<file path="config.mk">
export PLATFORM = sky130hd
export DESIGN_NAME = thermal_watch
export DESIGN_NICKNAME = d
export VERILOG_FILES = /design/src/rtl/thw_pkg.sv /design/src/rtl/thw_offset.sv /design/src/rtl/thw_interval.sv /design/src/rtl/thw_limit.sv /design/src/rtl/thermal_watch.sv
export SDC_FILE = /design/constraint.sdc
export NUM_CORES = 1
export LEC_CHECK = 0
export BUFFER_PORTS_ARGS = -buffer_cell sky130_fd_sc_hd__buf_2
export CAP_MARGIN = 40
export CORE_MARGIN = 4
export CORE_UTILIZATION = 53
export DETAILED_ROUTE_END_ITERATION = 10
export PLACE_DENSITY = 0.81
export SLEW_MARGIN = 20
export SYNTH_ARGS = -nofsm -noshare
export SYNTH_HDL_FRONTEND = slang
export SYNTH_HIERARCHICAL = 1
export SYNTH_SLANG_ARGS = --single-unit
</file>
<file path="constraint.sdc">
create_clock -name clk -period 2.47 [get_ports clk]
set_input_delay 0.1235 -clock clk [delete_from_list [all_inputs] [get_ports clk]]
set_output_delay 0.1235 -clock clk [all_outputs]
set_load 0.02 [all_outputs]
</file>
<file path="src/rtl/thw_pkg.sv">
package thw_pkg;
   parameter int unsigned THW_TEMP_W = 7;

   typedef enum logic [1:0] {
      ADR_LIM0 = 2'd0,
      ADR_LIM1 = 2'd1,
      ADR_CTRL = 2'd2,
      ADR_FUSE = 2'd3
   } thw_addr_e;

   localparam int unsigned POS_DIR = 8;
   localparam int unsigned POS_CMP = 9;
   localparam int unsigned POS_IEN = 10;
   localparam int unsigned POS_VLD = 30;
   localparam int unsigned POS_RES = 31;
   localparam int unsigned POS_EN  = 0;
   localparam int unsigned POS_IVL = 1;

   typedef struct packed {
      logic                  irq_en;
      logic                  cmp_en;
      logic                  above;
      logic [THW_TEMP_W-1:0] level;
   } thw_lim_t;
endpackage

</file>
<file path="src/rtl/thw_offset.sv">
module thw_offset #(
   parameter int unsigned TEMP_W   = 7,
   parameter int unsigned OFS_W    = 8,
   parameter bit          SATURATE = 1'b1
) (
   input  logic [TEMP_W-1:0] raw_i,
   input  logic [OFS_W-1:0]  ofs_i,
   output logic [TEMP_W-1:0] corr_o
);
   localparam int unsigned SUM_W = ((TEMP_W > OFS_W) ? TEMP_W : OFS_W) + 2;
   localparam logic signed [SUM_W-1:0] TOP_V = SUM_W'((1 << TEMP_W) - 1);

   logic signed [SUM_W-1:0] raw_s;
   logic signed [SUM_W-1:0] ofs_s;
   logic signed [SUM_W-1:0] sum_s;

   assign raw_s = $signed({{(SUM_W-TEMP_W){1'b0}}, raw_i});
   assign ofs_s = $signed({{(SUM_W-OFS_W){ofs_i[OFS_W-1]}}, ofs_i});
   assign sum_s = raw_s + ofs_s;

   generate
      if (SATURATE) begin : g_clamp
         always_comb begin
            if (sum_s < 0)           corr_o = '0;
            else if (sum_s > TOP_V)  corr_o = '1;
            else                     corr_o = sum_s[TEMP_W-1:0];
         end
      end else begin : g_wrap
         assign corr_o = sum_s[TEMP_W-1:0];
      end
   endgenerate
endmodule

</file>
<file path="src/rtl/thw_interval.sv">
module thw_interval #(
   parameter int unsigned IVL_W = 13
) (
   input  logic             clk,
   input  logic             rst_n,
   input  logic             en_i,
   input  logic [IVL_W-1:0] ivl_i,
   output logic             tick_o
);
   logic [IVL_W-1:0] cnt_q;

   always_ff @(posedge clk or negedge rst_n) begin
      if (!rst_n)              cnt_q <= '0;
      else if (!en_i)          cnt_q <= ivl_i;
      else if (cnt_q == '0)    cnt_q <= ivl_i;
      else                     cnt_q <= cnt_q - 1'b1;
   end

   assign tick_o = en_i && (cnt_q == '0);

   // a non-zero interval never gives two samples on adjacent edges
   a_r1_tick_spacing: assert property (@(posedge clk) disable iff (!rst_n)
      (tick_o && ivl_i != '0) |=> !tick_o);
endmodule

</file>
<file path="src/rtl/thw_limit.sv">
module thw_limit
   import thw_pkg::*;
#(
   parameter int unsigned TEMP_W = 7
) (
   input  logic              clk,
   input  logic              rst_n,
   input  logic              wr_i,
   input  thw_lim_t          cfg_i,
   input  logic              tick_i,
   input  logic              ack_i,
   input  logic [TEMP_W-1:0] corr_i,
   output thw_lim_t          cfg_o,
   output logic              vld_o,
   output logic              res_o,
   output logic              irq_o
);
   thw_lim_t cfg_q;
   logic     vld_q, res_q;
   logic     crossed, hit;

   assign crossed = cfg_q.above ? (corr_i > cfg_q.level) : (corr_i < cfg_q.level);
   assign hit     = tick_i && cfg_q.cmp_en && crossed;

   always_ff @(posedge clk or negedge rst_n) begin
      if (!rst_n) begin
         cfg_q <= '0;
         vld_q <= 1'b0;
         res_q <= 1'b0;
      end else if (wr_i) begin
         cfg_q <= cfg_i;
         vld_q <= 1'b0;
         res_q <= 1'b0;
      end else if (hit) begin
         vld_q <= 1'b1;
         res_q <= 1'b1;
      end else if (ack_i) begin
         res_q <= 1'b0;
      end
   end

   assign cfg_o = cfg_q;
   assign vld_o = vld_q;
   assign res_o = res_q;
   assign irq_o = res_q && cfg_q.irq_en;

   // a result flag only appears after a sample strobe
   a_r5_set_on_tick: assert property (@(posedge clk) disable iff (!rst_n)
      $rose(res_q) |-> $past(tick_i));
   // a register write leaves both sticky flags clear
   a_r7_write_clears: assert property (@(posedge clk) disable iff (!rst_n)
      wr_i |=> (!res_q && !vld_q));
endmodule

</file>
<file path="src/rtl/thermal_watch.sv">
module thermal_watch
   import thw_pkg::*;
#(
   parameter int unsigned TEMP_W   = 7,
   parameter int unsigned OFS_W    = 8,
   parameter int unsigned IVL_W    = 13,
   parameter int unsigned DATA_W   = 32,
   parameter int unsigned VEC_W    = 16,
   parameter logic [15:0] VEC_OFS  = 16'h1700,
   parameter bit          SATURATE = 1'b1
) (
   input  logic              clk,
   input  logic              rst_n,
   input  logic [1:0]        reg_addr,
   input  logic              reg_wr,
   input  logic [DATA_W-1:0] reg_wdata,
   output logic [DATA_W-1:0] reg_rdata,
   input  logic [TEMP_W-1:0] temp_raw,
   input  logic [OFS_W-1:0]  fuse_ofs,
   input  logic              irq_ack,
   output logic              irq_req,
   output logic [VEC_W-1:0]  irq_vector
);
   localparam int unsigned NUM_LIM = 2;
   localparam int unsigned IVL_HI  = POS_IVL + IVL_W - 1;

   initial begin
      if (TEMP_W != THW_TEMP_W) $fatal(1, "TEMP_W must match package width");
      if (DATA_W < POS_RES + 1) $fatal(1, "DATA_W too narrow for register map");
      if (IVL_HI >= POS_VLD)    $fatal(1, "interval field overlaps flags");
      if (OFS_W > DATA_W)       $fatal(1, "offset wider than data");
   end

   logic              en_q;
   logic [IVL_W-1:0]  ivl_q;
   logic              tick;
   logic [TEMP_W-1:0] corr;
   thw_lim_t          wr_cfg;
   thw_lim_t          lim_cfg [NUM_LIM];
   logic [NUM_LIM-1:0] lim_vld, lim_res, lim_irq;
   logic              unused_wbits;

   assign unused_wbits = ^{reg_wdata[DATA_W-1:IVL_HI+1], reg_wdata[TEMP_W]};

   always_ff @(posedge clk or negedge rst_n) begin
      if (!rst_n) begin
         en_q  <= 1'b0;
         ivl_q <= '0;
      end else if (reg_wr && reg_addr == ADR_CTRL) begin
         en_q  <= reg_wdata[POS_EN];
         ivl_q <= reg_wdata[IVL_HI:POS_IVL];
      end
   end

   thw_interval #(.IVL_W(IVL_W)) u_timer (
      .clk(clk), .rst_n(rst_n), .en_i(en_q), .ivl_i(ivl_q), .tick_o(tick)
   );

   thw_offset #(.TEMP_W(TEMP_W), .OFS_W(OFS_W), .SATURATE(SATURATE)) u_ofs (
      .raw_i(temp_raw), .ofs_i(fuse_ofs), .corr_o(corr)
   );

   assign wr_cfg.level  = reg_wdata[TEMP_W-1:0];
   assign wr_cfg.above  = reg_wdata[POS_DIR];
   assign wr_cfg.cmp_en = reg_wdata[POS_CMP];
   assign wr_cfg.irq_en = reg_wdata[POS_IEN];

   generate
      for (genvar i = 0; i < NUM_LIM; i++) begin : g_lim
         thw_limit #(.TEMP_W(TEMP_W)) u_lim (
            .clk(clk), .rst_n(rst_n),
            .wr_i(reg_wr && reg_addr == 2'(i)),
            .cfg_i(wr_cfg), .tick_i(tick), .ack_i(irq_ack), .corr_i(corr),
            .cfg_o(lim_cfg[i]), .vld_o(lim_vld[i]), .res_o(lim_res[i]),
            .irq_o(lim_irq[i])
         );
      end
   endgenerate

   always_comb begin
      reg_rdata = '0;
      case (reg_addr)
         ADR_LIM0, ADR_LIM1: begin
            reg_rdata[TEMP_W-1:0] = lim_cfg[reg_addr[0]].level;
            reg_rdata[POS_DIR]    = lim_cfg[reg_addr[0]].above;
            reg_rdata[POS_CMP]    = lim_cfg[reg_addr[0]].cmp_en;
            reg_rdata[POS_IEN]    = lim_cfg[reg_addr[0]].irq_en;
            reg_rdata[POS_VLD]    = lim_vld[reg_addr[0]];
            reg_rdata[POS_RES]    = lim_res[reg_addr[0]];
         end
         ADR_CTRL: begin
            reg_rdata[POS_EN]         = en_q;
            reg_rdata[IVL_HI:POS_IVL] = ivl_q;
         end
         default: reg_rdata[OFS_W-1:0] = fuse_ofs;
      endcase
   end

   assign irq_req    = |lim_irq;
   assign irq_vector = VEC_W'(VEC_OFS);

   // no flag may rise out of a cycle where the unit was disabled
   a_r2_idle_no_flag: assert property (@(posedge clk) disable iff (!rst_n)
      !en_q |=> ((lim_res & ~$past(lim_res)) == '0));
   // a request always has a result flag behind it
   a_r8_irq_has_flag: assert property (@(posedge clk) disable iff (!rst_n)
      irq_req |-> (lim_res != '0));
endmodule

</file>
==> results of run 1 <==
area by class of cell:
type                       count  area, sq um
clock inverter                 3        43.79
timing repair buffer          77        469.2
clock buffer                   5        68.82
fill                         500         2213
sequential                    51         1276
multi-input combinational    263         2168
inverter                      23        86.33
tap                           77        96.34
cells in the mapped netlist (all sizes together) (6+ instances only):
cell   instances
nand3          8
mux2i          6
dfrtp         51
xnor2          7
nor2          13
buf           39
mux4           7
o21ai         31
ha            23
mux2          20
nand2         34
xor2           8
a21oi         19
inv           23
nand4          6
power by group:
| part | internal (mW) | leakage, nW | switching (mW) | total, mW |
|---|---|---|---|---|
| clock network | 0.302 | 0.0581 | 0.293 | 0.595 |
| logic | 0.565 | 1.35 | 0.694 | 1.26 |
| registers | 1.02 | 0.623 | 0.193 | 1.22 |
cells by family after synthesis:
group	share of synthesized area
flip-flops	0.3586
multiplexers	0.1392
adder cells (fa/ha/maj)	0.08650
buffers and inverters	0.1143
XOR/XNOR	0.03692
other	0.002110
AND/OR/NAND/NOR	0.1410
AO/OA/AOI/OAI	0.1213
metrics by stage:
| stage | power (mW) | TNS, ns | hold WS, ns | util |
|---|---|---|---|---|
| floorplan | 2.023 | 0 | -0.1721 | - |
| detailed placement | 2.315 | -1.167 | 0.08870 | 0.6100 |
| CTS | 2.912 | 0 | 0.03506 | 0.6306 |
| global placement | 2.256 | -0.9748 | 0.07514 | 0.6100 |
| finish | 3.071 | -0.007967 | 0.04008 | 0.6554 |
| global route | 3.264 | -0.3133 | 0.02778 | 0.6554 |
state kept, by name, indices dropped and copies added, names as in the netlist:
name and cells:
en_q 1, g_lim.u_lim/cfg_o 20, g_lim.u_lim/res_o 2, g_lim.u_lim/vld_o 2, ivl_q 13, u_timer/cnt_q 13
final timing paths:
| check | slack, ns | endpoint | cells after the start | startpoint |
|---|---|---|---|---|
| max in group asynchronous | 1.43 | ivl_q[1]$_DFFE_PN0P_ | 3 | rst_n |
| min in group asynchronous | 0.27 | u_timer/cnt_q[3]$_DFF_PN0_ | 2 | rst_n |
| setup reg to reg | 0.18 | g_lim[1].u_lim/res_o$_DFFE_PN0P_ | 7 | u_timer/cnt_q[0]$_DFF_PN0_ |
| setup / recovery | -0.007 | g_lim[1].u_lim/res_o$_DFFE_PN0P_ | 12 | temp_raw[2] |
| hold reg to reg | 0.51 | u_timer/cnt_q[10]$_DFF_PN0_ | 2 | ivl_q[10]$_DFFE_PN0P_ |
| hold / removal | 0.04 | ivl_q[12]$_DFFE_PN0P_ | 2 | reg_wdata[13] |
routing by layer:
| metal | vias up | track usage | wire (um) |
|---|---|---|---|
| met1 | 1427 | 0.2542 | 3630 |
| met4 | 0 | 0.07781 | 222 |
| met3 | 22 | 0.03923 | 547 |
| li1 | 1307 | - | - |
| met2 | 118 | 0.3615 | 4574 |
| met5 | - | 0 | 0 |
repair_timing:
action                                  CTS  global route
hold buffers                              1             0
hold endpoints to repair                 18             0
gates resized for setup                   2            24
setup buffers                             0             2
endpoints found under the setup margin    2             4
pin swaps                                 2            15
cloned                                    0             0
==> flow_summary.toml, run 1 <==
[run_status]
status = "complete, but fails checks"
violations = "setup timing"

[clock_tree]
htreeDepth = 2
insertion_delay_ns = 0.31
clock_path_buffers = 2
cts_tree = "yes"
clkSinkCount = 51
clkTransAtPathRegs_ns = 0.10
cts_buffers = 5
cts-root-buf = "clkbuf_8"

[die]
die_x_um = 89.94
start_util = 0.5541
io_pins = 102
die_y_um = 89.94
core_sq_um = 6422
row_count = 29
die_area_sq_um = 8089

[power]
vdd_drop_max_mv = 0.3657
power.density_nw_per_um2 = 729.6
p_leak_nw = 2.029

[final_layout]
final_cell_mix = "dfrtp_1, buf_2, nand2_1"
drive_gt1_frac = 0.3507
nets = 498
areaGrowthSynthToFinish_pct = 18.28
stdcell_area_sq_um = 4209
finalNonFillerCells = 499
n_antenna_cell = 0

[setup_path]
crit_required_ns = 2.71
worstPathCellList = "buf_2, ha_1, o211ai_1, o21bai_2, o311ai_4, buf_12, a21oi_2, ha_1, a21oi_2, o21ai_2, or4_4, nand3_1"
end_kind = "flip-flop"
slowest_delay_ns = 0.49
worst_setup_path_start_kind = "primary input"
critical_path.max_fanout = 7
cp.buffers_inverters = 2
critical_path_arrival_ns = 2.72
critical_path_class = "in -> reg"
cpMaxStageDelayCell = "or4_4"
cp_top_family = "compound AO/OA/AOI/OAI gates"

[sta]
fin_crit_ns = 2.477
period_share = 1.003
skew_ns = 0.008877
fmax_mhz = 403.7
worst_slew_pin_slew_ns = 0.5028
finalHoldViolCount = 0
worst_slack_ns = -0.006829
setup_viol = 2
slew_viol_final = 0
relSlewSlack = 0.6648

[global_route]
grt_start_max_net_pins = 34
antenna_found_initial = 0
grt_pass1_vias = 2888
grt_overflow = 0
grt_pass1_wl_um = 13740
grt.total_usage = 0.2068

[drt]
viasPerCell = 5.760
avgRoutedWirePerCell_um = 17.98
drt_pass1_iterations = 4
vias = 2874
drc = 0
drt_iter0_drc = 228
ant_nets = 0
wl_um = 8974

[place]
place.gp.congestion = 0.8726
placed_cells = 489
place_hpwl_um = 6370
dpl-instance-area_sq_um = 3918
io_buffers = 51
dp_worst_setup_slack_ns = -0.3055

[logic_synthesis]
syn_avg_cell_area_sq_um = 10.17
ys_ff_latch = 51
yosysTopAreaCell = "dfrtp_1"
async_flop_share = 1.000
syn_area_sq_um = 3558
synth_ff_type = "dfrtp_1"
synth_top_area_share = 0.3586
ys_warn_count = 6
synthTopCellsByArea = "dfrtp_1, ha_1, buf_4, mux2_4, o21ai_0"
synthDistinctLibCells = 48
ys_seq_area_frac = 0.3586
syn_inst = 350
synth_edf_count = 0

[flow_run]
max-cap-violations = 0

[min_path]
hp-class = "in -> reg"
(Power assumes the default switching activity.)
==> run 2: changes to the inputs <==
Settings changed: CORE_UTILIZATION 53 to 40, PLACE_DENSITY 0.81 to 0.67.
Clock period 2.47 ns to 2.2 ns, I/O delays scaled along.
==> run 2 against run 1 <==
Compared with the run above:
- clock power decreased by 0.8%
- combinational power increased by 34%
- via count decreased by 1.9%
- setup slack got worse by 0.10 ns
- power increased by 16%
- critical path depth increased by 3
- non-clock buffer count increased by 32
- sequential share of layout area decreased by 2.6 points
- highest routed layer unchanged
- the run still ends with setup timing left
- cell count increased by 13%
- critical endpoint is now g_lim[0].u_lim/res_o$_DFFE_PN0P_
- die area increased by 29%
==> flow_summary.toml, run 2 (synthesized netlist as in run 1, its figures left out) <==
[die]
row_count = 34
io_pins = 102
core_sq_um = 8678
die_x_um = 102.3
start_util = 0.4100
die_y_um = 102.3
die_area_sq_um = 10470

[clock_tree]
clkSinkCount = 51
clkTransAtPathRegs_ns = 0.09
insertion_delay_ns = 0.30
cts-root-buf = "clkbuf_8"
clock_path_buffers = 2
cts_tree = "yes"
htreeDepth = 2
cts_buffers = 5

[sta]
fin_crit_ns = 2.311
slew_viol_final = 0
skew_ns = 0.003493
finalHoldViolCount = 0
worst_slack_ns = -0.1107
relSlewSlack = 0.5527
rsz0062_at_grt = "true"
fmax_mhz = 432.8
setup_viol = 4
worst_slew_pin_slew_ns = 0.6710
period_share = 1.050

[global_route]
grt_pass1_wl_um = 14020
grt_pass1_vias = 2885
grt_start_max_net_pins = 52
grt_overflow = 0
antenna_found_initial = 0
grt.total_usage = 0.1694

[setup_path]
crit_required_ns = 2.44
worst_setup_path_start_kind = "primary input"
worstPathCellList = "buf_8, ha_4, inv_2, fa_2, nor2b_4, o2111ai_2, nand2_2, a21oi_4, buf_4, a21oi_4, ha_4, nand4_1, a21oi_2, or4_4, nand3_2"
critical_path_class = "in -> reg"
critical_path.max_fanout = 4
cp_top_family = "simple AND/OR/NAND/NOR gates"
slowest_delay_ns = 0.50
end_kind = "flip-flop"
cpMaxStageDelayCell = "or4_4"
critical_path_arrival_ns = 2.55
cp.buffers_inverters = 3

[drt]
avgRoutedWirePerCell_um = 15.39
ant_nets = 0
drt_iter0_drc = 78
drt_pass1_iterations = 4
wl_um = 8649
wl_met3_um = 447
top_layer = "met4"
m1WireLength_um = 3686
drc = 0
met2RoutedLength_um = 4456
viasPerCell = 5.018
vias = 2820

[final_layout]
n_antenna_cell = 0
finalNonFillerCells = 562
layout_commonest_cell = "buf_4"
nets = 530
drive_gt1_frac = 0.4141
areaGrowthSynthToFinish_pct = 29.25
final_cell_mix = "buf_4, dfrtp_1, buf_2"
largest_reg_flops = 20

[place]
placed_cells = 547
place.gp.congestion = 0.8702
io_buffers = 51
dp_worst_setup_slack_ns = -0.5644
place_hpwl_um = 6655

[run_status]
status = "complete, but fails checks"
violations = "setup timing"

[flow_run]
max-cap-violations = 0

[min_path]
hp-class = "in -> reg"

[power]
vdd_drop_max_mv = 0.3668
power.density_nw_per_um2 = 776.9
p_leak_nw = 2.215
-- run 2: timing repair --
item | in CTS | in global routing
pin swaps | 31 | 4
endpoints found under the hold margin | 51 | 0
endpoints found under the setup margin | 4 | 4
gates resized for setup | 31 | 7
setup buffers | 2 | 4
hold buffers | 1 | 0
-- run 2: path summary, 6_finish.rpt --
kind	start	endpoint	slack, ns	cells after the start
worst max-delay path	fuse_ofs[0]	g_lim[0].u_lim/res_o$_DFFE_PN0P_	-0.11	15
worst min-delay path	reg_wdata[11]	ivl_q[10]$_DFFE_PN0P_	0.04	2
worst max register to register	u_timer/cnt_q[0]$_DFF_PN0_	g_lim[1].u_lim/vld_o$_DFFE_PN0P_	-0.01	8
worst min register to register	ivl_q[11]$_DFFE_PN0P_	u_timer/cnt_q[11]$_DFF_PN0_	0.52	2
max in group asynchronous	rst_n	ivl_q[8]$_DFFE_PN0P_	1.30	3
min in group asynchronous	rst_n	g_lim[0].u_lim/cfg_o[5]$_DFFE_PN0P_	0.47	3
-- run 2: area by class of cell --
class | instances | area [sq um]
Timing Repair Buffer | 109 | 735.7
Sequential cell | 51 | 1276
Inverter | 23 | 86.33
Fill cell | 775 | 4079
Multi-Input combinational cell | 263 | 2266
Clock buffer | 8 | 100.1
Tap cell | 108 | 135.1
-- run 2: per-layer routing --
metal / global-route usage / up-vias
met3: 0.03345 / 6
met5: 0 / -
met1: 0.2206 / 1381
met4: 0.02926 / 0
li1: - / 1368
met2: 0.2964 / 65
-- run 2: worst register-to-register path: stages (launching register included) --
cell,delay (ns)
dfrtp_1,0.39
inv_1,0.08
ha_1,0.14
or4b_4,0.47
nor4_2,0.15
buf_4,0.15
nand3b_1,0.13
or4_4,0.56
nand3_2,0.09
-- run 2: power breakdown --
group / switching, mW / internal, mW / total, mW
clock: 0.302 / 0.288 / 0.590
combinational: 0.871 / 0.819 / 1.69
sequential: 0.144 / 1.15 / 1.29
-- run 2: per-stage QoR --
step                utilization  cell area, sq um  power (mW)  TNS, ns  hold WS [ns]
floorplan                     -              3781       2.289  -0.7928       -0.1856
global route             0.5300              4599       3.833  -0.7332       0.03055
CTS                      0.5223              4533       3.524  -0.2879       0.03539
global placement         0.4885              4239       2.774   -1.705        0.2671
finish                   0.5300              4599       3.573  -0.4175       0.03969
detailed placement       0.4885              4239       2.824   -2.253        0.2763
==> run 3: changes to the inputs <==
Settings changed: CELL_PAD_IN_SITES_DETAIL_PLACEMENT set to 0, CELL_PAD_IN_SITES_GLOBAL_PLACEMENT set to 1, CORE_UTILIZATION 40 to 36, PLACE_DENSITY 0.67 to not set, PLACE_DENSITY_LB_ADDON set to 0.1.
==> run 3 against run 2 <==
Compared with the run above:
- power increased by 4.2%
- non-clock buffer count decreased by 3
- clock power increased by 30%
- maximum frequency decreased by 2.2%
- setup slack got worse by 0.053 ns
- hold slack got worse by 0.0028 ns
- first-iteration DRC count decreased by 2.6%
- flip-flop and latch count unchanged
- critical path depth decreased by 1
- the flow still finishes with violations (setup timing)
==> flow_summary.toml, run 3 (synthesized netlist as in run 1, its figures left out) <==
[sta]
worst_slew_pin_slew_ns = 0.5831
relSlewSlack = 0.6113
worst_slack_ns = -0.1635
finalHoldViolCount = 0
setup_viol = 4
rsz0062_at_grt = "true"
skew_ns = 0.008354
fmax_mhz = 423.1
period_share = 1.074
fin_crit_ns = 2.363
slew_viol_final = 0

[power]
p_leak_nw = 2.216
clkPwrFrac = 0.206
vdd_drop_max_mv = 0.3132
p_switching_mw = 1.311
power.density_nw_per_um2 = 803.3
internal_power_mw = 2.413
p_sw_frac = 0.3520
power_frac_comb = 0.447
sequentialPowerShare = 0.347

[setup_path]
cp_common_cell = "ha_4"
worstRegToRegCells = 8
end_kind = "flip-flop"
critical_path_arrival_ns = 2.61
worst_setup_path_start_kind = "primary input"
critical_path.max_fanout = 7
cpMaxStageDelayCell = "or4_4"
cp.buffers_inverters = 3
cp_top_family = "compound AO/OA/AOI/OAI gates"
reg2reg_to = "g_lim[1].u_lim/res_o$_DFFE_PN0P_"
r2r-start = "u_timer/cnt_q[1]$_DFF_PN0_"
cp.depth = 14
slowest_delay_ns = 0.56
reg2reg_slack_ns = -0.05
critical_path_class = "in -> reg"
crit_required_ns = 2.44
worstPathCellList = "buf_8, ha_4, buf_12, a211oi_4, o21bai_4, nand4_1, o311ai_4, buf_6, a21oi_4, ha_4, a21oi_2, o21ai_2, or4_4, nand3_2"

[final_layout]
final_cell_mix = "dfrtp_1, buf_4, buf_2"
largest_reg_flops = 20
fillCellCount = 914
areaGrowthSynthToFinish_pct = 30.27
seqCellArea_sq_um = 1276
drive_gt1_frac = 0.4058
multiInputGateArea_sq_um = 2243
nets = 527
stdcell_area_sq_um = 4636
n_antenna_cell = 0
layout_commonest_cell = "dfrtp_1"

[drt]
viasPerCell = 4.769
drc = 0
drt_iter0_drc = 76
vias = 2785
drt_pass1_iterations = 4
avgRoutedWirePerCell_um = 15.04
wl_um = 8782
ant_nets = 0

[die]
die_area_sq_um = 11540
core_sq_um = 9684
die_x_um = 107.4
io_pins = 102
row_count = 36
die_y_um = 107.4
start_util = 0.3674

[run_status]
violations = "setup timing"
status = "complete, but fails checks"

[place]
place.gp.congestion = 0.7958
dpl-instance-area_sq_um = 4248
place_hpwl_um = 6878
io_buffers = 51
dp_worst_setup_slack_ns = -0.5498

[clock_tree]
clock_path_buffers = 2
htreeDepth = 2
clkTransAtPathRegs_ns = 0.09
cts_tree = "yes"
cts_buffers = 5
insertion_delay_ns = 0.30
cts-root-buf = "clkbuf_8"
clkSinkCount = 51

[global_route]
grt_pass1_wl_um = 14520
grt_overflow = 0
grt_start_max_net_pins = 23
antenna_found_initial = 0
grt.total_usage = 0.1606
grt_pass1_vias = 2841

[min_path]
hold_path_startpoint = "reg_wdata[7]"
hp-class = "in -> reg"
worstHoldPathCells = 2
min_to = "ivl_q[6]$_DFFE_PN0P_"

[flow_run]
max-cap-violations = 0
[run 3: final cells by class]
| cell class | instances | area share |
|---|---|---|
| multi-input combinational | 263 | 0.4839 |
| timing repair buffer | 106 | 0.1576 |
| inverter | 23 | 0.01862 |
| clock buffer | 6 | 0.01565 |
| sequential | 51 | 0.2753 |
| tap | 133 | 0.03590 |
| clock inverter | 2 | 0.01296 |
[run 3: worst max path at each step]
stage,from,to,slack (ns)
3_3_place_gp,fuse_ofs[0],g_lim[1].u_lim/res_o$_DFFE_PN0P_,-0.50
3_5_place_dp,fuse_ofs[0],g_lim[1].u_lim/res_o$_DFFE_PN0P_,-0.55
2_1_floorplan,temp_raw[0],g_lim[1].u_lim/res_o$_DFFE_PN0P_,-0.20
6_report,fuse_ofs[0],g_lim[0].u_lim/vld_o$_DFFE_PN0P_,-0.16
5_1_grt,fuse_ofs[0],g_lim[0].u_lim/res_o$_DFFE_PN0P_,-0.23
4_1_cts,fuse_ofs[0],g_lim[0].u_lim/res_o$_DFFE_PN0P_,-0.12
[run 3: layer usage]
layer / share of wire / GRT usage / vias to the layer above
li1: - / - / 1370
met1: 0.46 / 0.2197 / 1354
met2: 0.49 / 0.2668 / 56
met3: 0.041 / 0.02699 / 5
met4: 0.0069 / 0.03607 / 0
met5: 0 / 0 / -
[run 3: timing repair]
item / 4_1_cts / 5_1_grt
pin swaps: 28 / 7
setup buffers: 6 / 0
endpoints found under the hold margin: 16 / 0
setup endpoints to repair: 4 / 4
hold buffers: 1 / 0
resized for setup: 29 / 6
[run 3: metrics by stage]
| step | total power, mW | setup TNS (ns) | instances | hold WS [ns] | util |
|---|---|---|---|---|---|
| 4_1_cts | 3.738 | -0.4396 | 584 | 0.02382 | 0.4762 |
| 2_1_floorplan | 2.289 | -0.7928 | 380 | -0.1856 | - |
| 5_1_grt | 4.005 | -0.8781 | 584 | 0.01995 | 0.4787 |
| 3_5_place_dp | 2.836 | -2.181 | 569 | 0.07471 | 0.4386 |
| 3_3_place_gp | 2.818 | -1.945 | 569 | 0.06918 | 0.4386 |
| 6_report | 3.724 | -0.6284 | 584 | 0.03694 | 0.4787 |
[run 3: power by group through the flow]
stage / clock, mW / sequential (mW) / combinational (mW)
global placement: 0 / 1.31 / 1.51
global route: 0.830 / 1.32 / 1.85
detailed placement: 0 / 1.31 / 1.52
CTS: 0.789 / 1.29 / 1.65
floorplan: 0 / 1.31 / 0.976
finish: 0.767 / 1.29 / 1.66
